**config.mk**
```make
export PLATFORM = sky130hd
export DESIGN_NAME = wdog_timer
export DESIGN_NICKNAME = d
export VERILOG_FILES = /design/src/rtl/wdog_pkg.sv /design/src/rtl/wdog_prescale.sv /design/src/rtl/wdog_count.sv /design/src/rtl/wdog_rstgate.sv /design/src/rtl/wdog_timer.sv
export SDC_FILE = /design/constraint.sdc
export NUM_CORES = 1
export LEC_CHECK = 0
export BUFFER_PORTS_ARGS = -buffer_cell sky130_fd_sc_hd__buf_2
export CAP_MARGIN = 10
export CORE_MARGIN = 10
export CORE_UTILIZATION = 55
export CTS_BUF_LIST = sky130_fd_sc_hd__clkbuf_16
export CTS_CLUSTER_SIZE = 20
export DETAILED_ROUTE_END_ITERATION = 8
export PLACE_DENSITY = 0.87
export SLEW_MARGIN = 20
export SYNTH_ARGS = -nofsm -noshare
export SYNTH_HDL_FRONTEND = slang
export SYNTH_HIERARCHICAL = 1
export SYNTH_SLANG_ARGS = --single-unit
export TNS_END_PERCENT = 10
```
**constraint.sdc**
```tcl
create_clock -name clk -period 3.1 [get_ports clk]
set_input_delay 0.62 -clock clk [delete_from_list [all_inputs] [get_ports clk]]
set_output_delay 0.62 -clock clk [all_outputs]
set_load 0.05 [all_outputs]
```
**src/rtl/wdog_pkg.sv**
```systemverilog
package wdog_pkg;
  localparam int DATA_W      = 32;
  localparam int RATIO_W     = 3;

  localparam int OFS_CTRL    = 'h00;
  localparam int OFS_STAT    = 'h04;
  localparam int OFS_RSTEN   = 'h08;
  localparam int OFS_MASK    = 'h0C;
  localparam int OFS_DUR     = 'h34;

  localparam int BIT_RUN     = 8;
  localparam int BIT_REFSEL  = 10;
  localparam int RATIO_LSB   = 16;
  localparam int BIT_EXPIRED = 31;
  localparam int BIT_OUTEN   = 8;
  localparam int BIT_MASK    = 10;

  typedef struct packed {
    logic [RATIO_W-1:0] ratio;
    logic               ref_sel;
    logic               run;
  } ctrl_t;
endpackage

```
**src/rtl/wdog_prescale.sv**
```systemverilog
module wdog_prescale #(
  parameter int RATIO_W = 3
) (
  input  logic               clk,
  input  logic               rst,
  input  logic               run,
  input  logic               restart,
  input  logic [RATIO_W-1:0] ratio,
  input  logic               use_ref,
  input  logic               ref_tick,
  output logic               tick
);
  localparam int PRE_W = (1 << RATIO_W) - 1;

  logic [PRE_W-1:0] pre_q;
  logic [PRE_W-1:0] phase_mask;
  logic             div_tick;

  // Thermometer mask of the low 'ratio' bits of the phase counter.
  for (genvar i = 0; i < PRE_W; i++) begin : g_mask
    assign phase_mask[i] = (ratio > RATIO_W'(i));
  end

  always_ff @(posedge clk) begin
    if (rst) begin
      pre_q <= '0;
    end else if (!run || restart || use_ref) begin
      pre_q <= '0;
    end else begin
      pre_q <= pre_q + 1'b1;
    end
  end

  assign div_tick = ((pre_q & phase_mask) == phase_mask);
  assign tick     = run && (use_ref ? ref_tick : div_tick);
endmodule

```
**src/rtl/wdog_count.sv**
```systemverilog
module wdog_count #(
  parameter int CNT_W = 32
) (
  input  logic             clk,
  input  logic             rst,
  input  logic             tick,
  input  logic             load,
  input  logic [CNT_W-1:0] load_val,
  output logic [CNT_W-1:0] count,
  output logic             expire,
  output logic             fired
);
  logic [CNT_W-1:0] cnt_q;
  logic             fired_q;

  assign expire = tick && !load && (cnt_q == CNT_W'(1));

  always_ff @(posedge clk) begin
    if (rst) begin
      cnt_q <= '1;
    end else if (load) begin
      cnt_q <= load_val;
    end else if (tick && (cnt_q != '0)) begin
      cnt_q <= cnt_q - 1'b1;
    end
  end

  always_ff @(posedge clk) begin
    if (rst) begin
      fired_q <= 1'b0;
    end else if (load) begin
      fired_q <= 1'b0;
    end else if (expire) begin
      fired_q <= 1'b1;
    end
  end

  assign count = cnt_q;
  assign fired = fired_q;
endmodule

```
**src/rtl/wdog_rstgate.sv**
```systemverilog
module wdog_rstgate (
  input  logic clk,
  input  logic rst,
  input  logic fired,
  input  logic run,
  input  logic out_en,
  input  logic masked,
  output logic rst_req
);
  logic req_q;

  always_ff @(posedge clk) begin
    if (rst) begin
      req_q <= 1'b0;
    end else begin
      req_q <= fired && run && out_en && !masked;
    end
  end

  assign rst_req = req_q;
endmodule

```
**src/rtl/wdog_timer.sv**
```systemverilog
module wdog_timer
  import wdog_pkg::*;
#(
  parameter int ADDR_W = 8,
  parameter int CNT_W  = 32
) (
  input  logic              clk,
  input  logic              rst,
  input  logic [ADDR_W-1:0] bus_addr,
  input  logic              bus_we,
  input  logic [DATA_W-1:0] bus_wdata,
  output logic [DATA_W-1:0] bus_rdata,
  input  logic              ref_tick,
  output logic              irq_expire,
  output logic              rst_req
);
  localparam logic [ADDR_W-1:0] A_CTRL  = ADDR_W'(OFS_CTRL);
  localparam logic [ADDR_W-1:0] A_STAT  = ADDR_W'(OFS_STAT);
  localparam logic [ADDR_W-1:0] A_RSTEN = ADDR_W'(OFS_RSTEN);
  localparam logic [ADDR_W-1:0] A_MASK  = ADDR_W'(OFS_MASK);
  localparam logic [ADDR_W-1:0] A_DUR   = ADDR_W'(OFS_DUR);

  logic wr_ctrl, wr_stat, wr_rsten, wr_mask, wr_dur;
  ctrl_t ctrl_q;
  logic rsten_q, mask_q, expired_q, irq_q;
  logic run_en, tick, expire, fired;
  logic [CNT_W-1:0]  cnt_val;
  logic [DATA_W-1:0] cnt_ext;
  logic [DATA_W-1:0] rd_next, rdata_q;
  logic unused_wdata;

  assign unused_wdata = ^bus_wdata;

  assign wr_ctrl  = bus_we && (bus_addr == A_CTRL);
  assign wr_stat  = bus_we && (bus_addr == A_STAT);
  assign wr_rsten = bus_we && (bus_addr == A_RSTEN);
  assign wr_mask  = bus_we && (bus_addr == A_MASK);
  assign wr_dur   = bus_we && (bus_addr == A_DUR);

  always_ff @(posedge clk) begin
    if (rst) begin
      ctrl_q <= '0;
    end else if (wr_ctrl) begin
      ctrl_q.run     <= bus_wdata[BIT_RUN];
      ctrl_q.ref_sel <= bus_wdata[BIT_REFSEL];
      ctrl_q.ratio   <= bus_wdata[RATIO_LSB +: RATIO_W];
    end
  end

  always_ff @(posedge clk) begin
    if (rst) begin
      rsten_q <= 1'b0;
      mask_q  <= 1'b1;
    end else begin
      if (wr_rsten) rsten_q <= bus_wdata[BIT_OUTEN];
      if (wr_mask)  mask_q  <= bus_wdata[BIT_MASK];
    end
  end

  assign run_en = ctrl_q.run;

  wdog_prescale #(.RATIO_W(RATIO_W)) u_pre (
    .clk      (clk),
    .rst      (rst),
    .run      (run_en),
    .restart  (wr_dur),
    .ratio    (ctrl_q.ratio),
    .use_ref  (ctrl_q.ref_sel),
    .ref_tick (ref_tick),
    .tick     (tick)
  );

  wdog_count #(.CNT_W(CNT_W)) u_cnt (
    .clk      (clk),
    .rst      (rst),
    .tick     (tick),
    .load     (wr_dur),
    .load_val (bus_wdata[CNT_W-1:0]),
    .count    (cnt_val),
    .expire   (expire),
    .fired    (fired)
  );

  wdog_rstgate u_gate (
    .clk     (clk),
    .rst     (rst),
    .fired   (fired),
    .run     (run_en),
    .out_en  (rsten_q),
    .masked  (mask_q),
    .rst_req (rst_req)
  );

  // Expiry takes priority over a software clear on the same edge.
  always_ff @(posedge clk) begin
    if (rst) begin
      expired_q <= 1'b0;
      irq_q     <= 1'b0;
    end else begin
      irq_q <= expire;
      if (expire) begin
        expired_q <= 1'b1;
      end else if (wr_stat && !bus_wdata[BIT_EXPIRED]) begin
        expired_q <= 1'b0;
      end
    end
  end

  assign cnt_ext = DATA_W'(cnt_val);

  always_comb begin
    rd_next = '0;
    case (bus_addr)
      A_CTRL: begin
        rd_next[BIT_RUN]                 = ctrl_q.run;
        rd_next[BIT_REFSEL]              = ctrl_q.ref_sel;
        rd_next[RATIO_LSB +: RATIO_W]    = ctrl_q.ratio;
      end
      A_STAT:  rd_next[BIT_EXPIRED] = expired_q;
      A_RSTEN: rd_next[BIT_OUTEN]   = rsten_q;
      A_MASK:  rd_next[BIT_MASK]    = mask_q;
      A_DUR:   rd_next              = cnt_ext;
      default: rd_next              = '0;
    endcase
  end

  always_ff @(posedge clk) begin
    if (rst) rdata_q <= '0;
    else     rdata_q <= rd_next;
  end

  assign bus_rdata  = rdata_q;
  assign irq_expire = irq_q;
endmodule

```
==> results.json, run 1 <==
{
  "outcome": "complete, no violations",
  "ys_seq_area_share_pct": 41.1,
  "die_y_um": 105,
  "grtUsageTotal_pct": 19.7,
  "core_area_um2": 6910,
  "p_seq_share_pct": 48.7,
  "start_util_pct": 57.8,
  "cp_max_fo": 4,
  "ant_nets": 0,
  "clockPowerShare_pct": 46.8,
  "holdCritPathClass": "flip-flop to flip-flop",
  "grt_pass1_wl_mm": 18.4,
  "path_buf_inv": 2,
  "crit_end": "u_cnt/count[21]$_SDFFE_PP1P_",
  "fp.dieArea_um2": 11100,
  "rsz0062_at_grt": "no",
  "avgViaCountPerCell": 6.29,
  "antenna_found_initial": 0,
  "cts_tree": "done",
  "synth.cell_area_um2": 3990,
  "fin_crit_sh_pct": 87.9,
  "async_flop_share_pct": 0,
  "cts_buffers": 9,
  "final_cell_mix": "82 x dfxtp_1, 77 x buf_2, 48 x nor3_1",
  "yosysWarnings": 6,
  "cp_cell_sequence": "inv_1 > o21ai_1 > a221o_1 > a311oi_1 > nor4b_1 > buf_4 > nand2_1 > nor4_1 > a2111oi_0 > nor3_1",
  "powerDensity_nw_per_um2": 460,
  "dr.first_iter.drc_count": 466,
  "synth_edf_count": 0,
  "ctsHoldBuffers": 0,
  "cts-htree-levels": 3,
  "power_frac_comb_pct": 4.5,
  "fin_crit_ps": 2720,
  "gr-total-overflow": 0,
  "critPathLaunchType": "flip-flop",
  "setup_tns_ps": 0,
  "endpoint_kind": "flip-flop",
  "grt_pass1_vias": 3666,
  "route.detailed.drc": 0,
  "power.internal_mw": 1.72,
  "synth.distinct_cells": 60,
  "cp_top_family": "compound AO/OA/AOI/OAI gates",
  "synth_nets": 496,
  "drive_above_1_share_pct": 22.5,
  "timing.rr.end": "u_cnt/count[21]$_SDFFE_PP1P_",
  "peakVddDrop_v": 0.000308,
  "clk_pin_slew_ps": 60,
  "crit_type": "flip-flop to flip-flop",
  "worst_pin_slew_ps": 860,
  "via_count": 3907,
  "synthToLayoutAreaGrowth_pct": 19.2,
  "nets": 568,
  "io_pins": 78,
  "synth_area_per_cell_um2": 8.89,
  "clk_latency_ps": 330,
  "slowest_stage": "a311oi_1",
  "wirelength_mm": 11.3,
  "drt-wirelength-per-cell_um": 18.2,
  "crit_start": "ctrl_q[3]$_SDFFE_PP0P_",
  "cts_root_buffer": "clkbuf_16",
  "cp.arrival_ps": 2980,
  "drv_slew": 0,
  "synth_seq_cells": 82,
  "finalWeightedCongestion": 0.898,
  "ys.flop_type": "dfxtp_1",
  "io_buffers": 77,
  "power_mw": 2.19,
  "cp.depth": 10,
  "final_common_cell": "dfxtp_1",
  "cts_setup_buffers": 0,
  "finalSetupViolations": 0,
  "fmax_ghz": 0.367,
  "required_ps": 3350,
  "ctsResizeCount": 0,
  "die_w_um": 105,
  "fin_skew_ps": 5.56,
  "grt_max_degree": 49,
  "clockBufferDepth": 2,
  "p_sw_mw": 0.473,
  "dr.pass1.iters": 5,
  "reg2reg_from": "ctrl_q[3]$_SDFFE_PP0P_",
  "relSlewSlack_pct": 42.1,
  "critPathMaxStageDelay_ps": 430,
  "dp_hpwl_mm": 7.96,
  "power.leakage_nw": 1.84,
  "fin_cells": 621,
  "antenna_cells": 0,
  "syn-instance-count": 449,
  "reg2reg_setup_slack_ps": 380,
  "switching_share_pct": 21.6,
  "hold_viol_final": 0,
  "dp.cells": 606,
  "max-cap-violations": 0,
  "clock-sinks": 82,
  "reg2regPathDepth": 10,
  "rows": 30
}
==> registers in the layout, indices dropped and copies added (netlist names), 4 cells and up <==
signal       count
bus_rdata       32
u_cnt/count     32
u_pre/pre_q      7
ctrl_q           4
==> worst min-delay path by stage <==
stage | depth (start not counted) | endpoint | startpoint
floorplan | 1 | u_cnt/fired$_SDFFE_PP0P_ | u_cnt/fired$_SDFFE_PP0P_
global placement | 2 | u_pre/pre_q[6]$_SDFF_PP0_ | u_pre/pre_q[6]$_SDFF_PP0_
finish | 1 | bus_rdata[1]$_SDFF_PP0_ | u_cnt/count[1]$_SDFFE_PP1P_
global route | 2 | u_cnt/count[7]$_SDFFE_PP1P_ | bus_wdata[7]
detailed placement | 1 | bus_rdata[1]$_SDFF_PP0_ | u_cnt/count[1]$_SDFFE_PP1P_
CTS | 1 | bus_rdata[1]$_SDFF_PP0_ | u_cnt/count[1]$_SDFFE_PP1P_
==> layer usage <==
layer,wire length [µm],GRT usage (%),vias up,part of all wire (%)
li1,-,-,1849,-
met1,4620,24.4,1802,41
met2,5490,32.2,226,49
met3,869,4.42,30,7.7
met4,320,7.75,0,2.8
met5,0,0,-,0
==> power by group through the flow <==
stage | clock network (mW) | registers [mW] | logic, mW
2_1_floorplan | 0 | 1.09 | 0.0466
3_3_place_gp | 0 | 1.09 | 0.0944
3_5_place_dp | 0 | 1.09 | 0.0971
4_1_cts | 1.03 | 1.07 | 0.0974
5_1_grt | 1.08 | 1.07 | 0.107
6_report | 1.02 | 1.07 | 0.0985
==> kinds of logic after synthesis <==
kind of cell               after synthesis  synth area share (%)
AOI/OAI and AO/OA                       78                  15.0
DFF                                     82                  41.1
adders and majority gates                3                 0.941
and+or+nand+nor                        229                  34.4
buffers and inverters                   40                  4.45
muxes                                   12                  3.04
xor gates and xnor gates                 5                  1.10
==> cell type report <==
class	instances	area, µm²
Clock buffer	9	225
Clock inverter	6	57.6
Fill cell	560	2150
Inverter	11	41.3
Multi-Input combinational cell	327	2180
Sequential cell	82	1640
Tap cell	96	120
Timing Repair Buffer	90	495
==> synth_stat cells (3+ instances only) <==
| library cell | number | area, µm² |
|---|---|---|
| a32o_1 | 3 | 30.0 |
| a311oi_1 | 7 | 61.3 |
| nor2_1 | 22 | 82.6 |
| nand2b_1 | 16 | 100 |
| nor3_1 | 48 | 240 |
| nor4_2 | 4 | 50.1 |
| inv_1 | 11 | 41.3 |
| and4_1 | 4 | 35.0 |
| nand4_1 | 10 | 62.6 |
| and2_1 | 29 | 181 |
| and3_1 | 18 | 113 |
| clkbuf_1 | 22 | 82.6 |
| nor4b_1 | 5 | 43.8 |
| a211oi_1 | 5 | 37.5 |
| o31a_1 | 6 | 52.6 |
| o21ai_0 | 12 | 60.1 |
| o211ai_1 | 3 | 22.5 |
| nand2_1 | 16 | 60.1 |
| a21oi_1 | 8 | 40.0 |
| xnor2_1 | 3 | 26.3 |
| or4_1 | 5 | 37.5 |
| ha_1 | 3 | 37.5 |
| or2_2 | 3 | 18.8 |
| o311a_1 | 9 | 90.1 |
| buf_6 | 3 | 33.8 |
| nand3_1 | 16 | 80.1 |
| mux2i_1 | 11 | 110 |
| a2111oi_0 | 5 | 43.8 |
| nor4_1 | 14 | 87.6 |
| or3_1 | 8 | 50.1 |
| dfxtp_1 | 82 | 1640 |
==> metrics by stage <==
stage / hold WS (ps) / cell area [µm²] / setup slack [ps] / utilization (%)
6_report: 499 / 4760 / 376 / 68.9
4_1_cts: 499 / 4760 / 471 / 68.9
2_1_floorplan: 433 / 3990 / 419 / -
5_1_grt: 525 / 4760 / 99.6 / 68.9
3_5_place_dp: 496 / 4480 / 448 / 64.8
3_3_place_gp: 472 / 4480 / 494 / 64.8
Note: power is estimated with default switching activity, not from simulation.
==> run 2: changes to the inputs <==
--- a/config.mk
+++ b/config.mk
@@ -13,6 +13,7 @@
 export CTS_CLUSTER_SIZE = 20
 export DETAILED_ROUTE_END_ITERATION = 8
 export PLACE_DENSITY = 0.87
+export RECOVER_POWER = 25
 export SLEW_MARGIN = 20
 export SYNTH_ARGS = -nofsm -noshare
 export SYNTH_HDL_FRONTEND = slang
==> run 2 against run 1 <==
Fmax shrank 3.4%. Combinational power is essentially flat. First-iteration DRC count grew 5.6%. Worst setup slack lost 95 ps. Utilization shrank 0.53 points. Register-to-register slack is essentially flat. Count of clock-buffer cells in the layout is the same. Cell count is the same. Clock skew is essentially flat. Global-route usage is the same. Largest cell class unchanged. Largest power group unchanged. Highest routed layer unchanged.
==> results.json, run 2 (same netlist as run 1, synthesis figures left out) <==
{
  "drv_slew": 0,
  "drive_above_1_share_pct": 17.0,
  "setup_ws_ps": 282,
  "stdcell_area_um2": 4720,
  "worst_pin_slew_ps": 1480,
  "grt_pass1_vias": 3666,
  "power.leakage_nw": 1.72,
  "final_common_cell": "dfxtp_1",
  "relSlewSlack_pct": 1.05,
  "final_core_util_pct": 68.4,
  "nets": 568,
  "dr.pass1.iters": 5,
  "die_w_um": 105,
  "via_count": 3881,
  "peakVddDrop_v": 0.000309,
  "synthToLayoutAreaGrowth_pct": 18.3,
  "rsz0062_at_grt": "no",
  "clk_pin_slew_ps": 60,
  "cp.arrival_ps": 3070,
  "route.detailed.drc": 0,
  "ctsHoldBuffers": 0,
  "drt-wirelength-per-cell_um": 18.2,
  "max-cap-violations": 0,
  "clock-sinks": 82,
  "cts_buffers": 9,
  "cts-htree-levels": 3,
  "min_path_cells": 1,
  "holdCritPathClass": "flip-flop to flip-flop",
  "reg2reg_setup_slack_ps": 380,
  "critPathLaunchType": "input pin",
  "reg2regPathDepth": 10,
  "io_buffers": 77,
  "avgViaCountPerCell": 6.25,
  "cp_max_fo": 37,
  "crit_type": "input pin to flip-flop",
  "antenna_found_initial": 0,
  "ant_nets": 0,
  "grt_max_degree": 49,
  "timing.rr.end": "u_cnt/count[21]$_SDFFE_PP1P_",
  "grtUsageTotal_pct": 19.7,
  "outcome": "complete, no violations",
  "powerDensity_nw_per_um2": 464,
  "fin_crit_ps": 2820,
  "holdWs_ps": 500,
  "fin_crit_sh_pct": 90.9,
  "setup_tns_ps": 0,
  "clk_latency_ps": 330,
  "rows": 30,
  "min_to": "bus_rdata[1]$_SDFF_PP0_",
  "dp.cells": 606,
  "dr.first_iter.drc_count": 492,
  "place_ws_ps": 448,
  "ctsResizeCount": 0,
  "required_ps": 3350,
  "dp_hpwl_mm": 7.96,
  "fmax_ghz": 0.355,
  "wirelength_mm": 11.3,
  "power_mw": 2.19,
  "cts_tree": "done",
  "antenna_cells": 0,
  "start_util_pct": 57.8,
  "finalSetupViolations": 0,
  "dpl_cell_area_um2": 4480,
  "hold_viol_final": 0,
  "cts_setup_buffers": 0,
  "clockBufferDepth": 2,
  "fin_cells": 621,
  "gr-total-overflow": 0,
  "fin_skew_ps": 5.15,
  "die_y_um": 105,
  "hold_start": "u_cnt/count[1]$_SDFFE_PP1P_",
  "io_pins": 78,
  "reg2reg_from": "ctrl_q[3]$_SDFFE_PP0P_",
  "grt_pass1_wl_mm": 18.4,
  "core_area_um2": 6910,
  "final_cell_mix": "82 x dfxtp_1, 48 x nor3_1, 48 x buf_2",
  "endpoint_kind": "flip-flop",
  "cts_root_buffer": "clkbuf_16",
  "fp.dieArea_um2": 11100,
  "finalWeightedCongestion": 0.898
}
-- run 2: cell types whose count changed in the layout (fill, tap and decap cells not counted), sizes merged --
cell	change
buf	-29
clkbuf	+29
-- run 2: final cells by class --
type                            instances  area (µm²)
Clock buffer                            9         225
Clock inverter                          6        57.6
Fill cell                             573        2180
Inverter                               11        41.3
Multi-Input combinational cell        327        2180
Sequential cell                        82        1640
Tap cell                               96         120
Timing Repair Buffer                   90         459
-- run 2: worst max-delay path by stage --
| stage | to | slack [ps] | start |
|---|---|---|---|
| 2_1_floorplan | u_cnt/count[31]$_SDFFE_PP1P_ | 420 | bus_addr[1] |
| 3_3_place_gp | u_cnt/count[31]$_SDFFE_PP1P_ | 490 | bus_addr[1] |
| 3_5_place_dp | u_cnt/count[31]$_SDFFE_PP1P_ | 450 | bus_addr[1] |
| 4_1_cts | u_cnt/count[21]$_SDFFE_PP1P_ | 470 | ctrl_q[3]$_SDFFE_PP0P_ |
| 5_1_grt | u_cnt/count[13]$_SDFFE_PP1P_ | 100 | ctrl_q[3]$_SDFFE_PP0P_ |
| 6_report | u_cnt/count[21]$_SDFFE_PP1P_ | 280 | rst |
-- run 2: critical path: stages --
cell      delay (ps)
clkbuf_1        1050
inv_1            520
buf_4            340
and3_1           200
and3_1           180
nor3_1           150
-- run 2: where the power goes --
part           internal (mW)  switching [mW]
Combinational         0.0430          0.0557
Sequential              1.06         0.00715
Clock                  0.614           0.412
Total                   1.72           0.475
-- run 2: per-layer routing --
| metal | vias to the layer above | share of wire, % | global-route usage [%] | routed length [µm] |
|---|---|---|---|---|
| met3 | 33 | 7.4 | 4.42 | 838 |
| met1 | 1796 | 41 | 24.4 | 4680 |
| met5 | - | 0 | 0 | 0 |
| li1 | 1841 | - | - | - |
| met2 | 211 | 48 | 32.2 | 5470 |
| met4 | 0 | 3.0 | 7.75 | 336 |
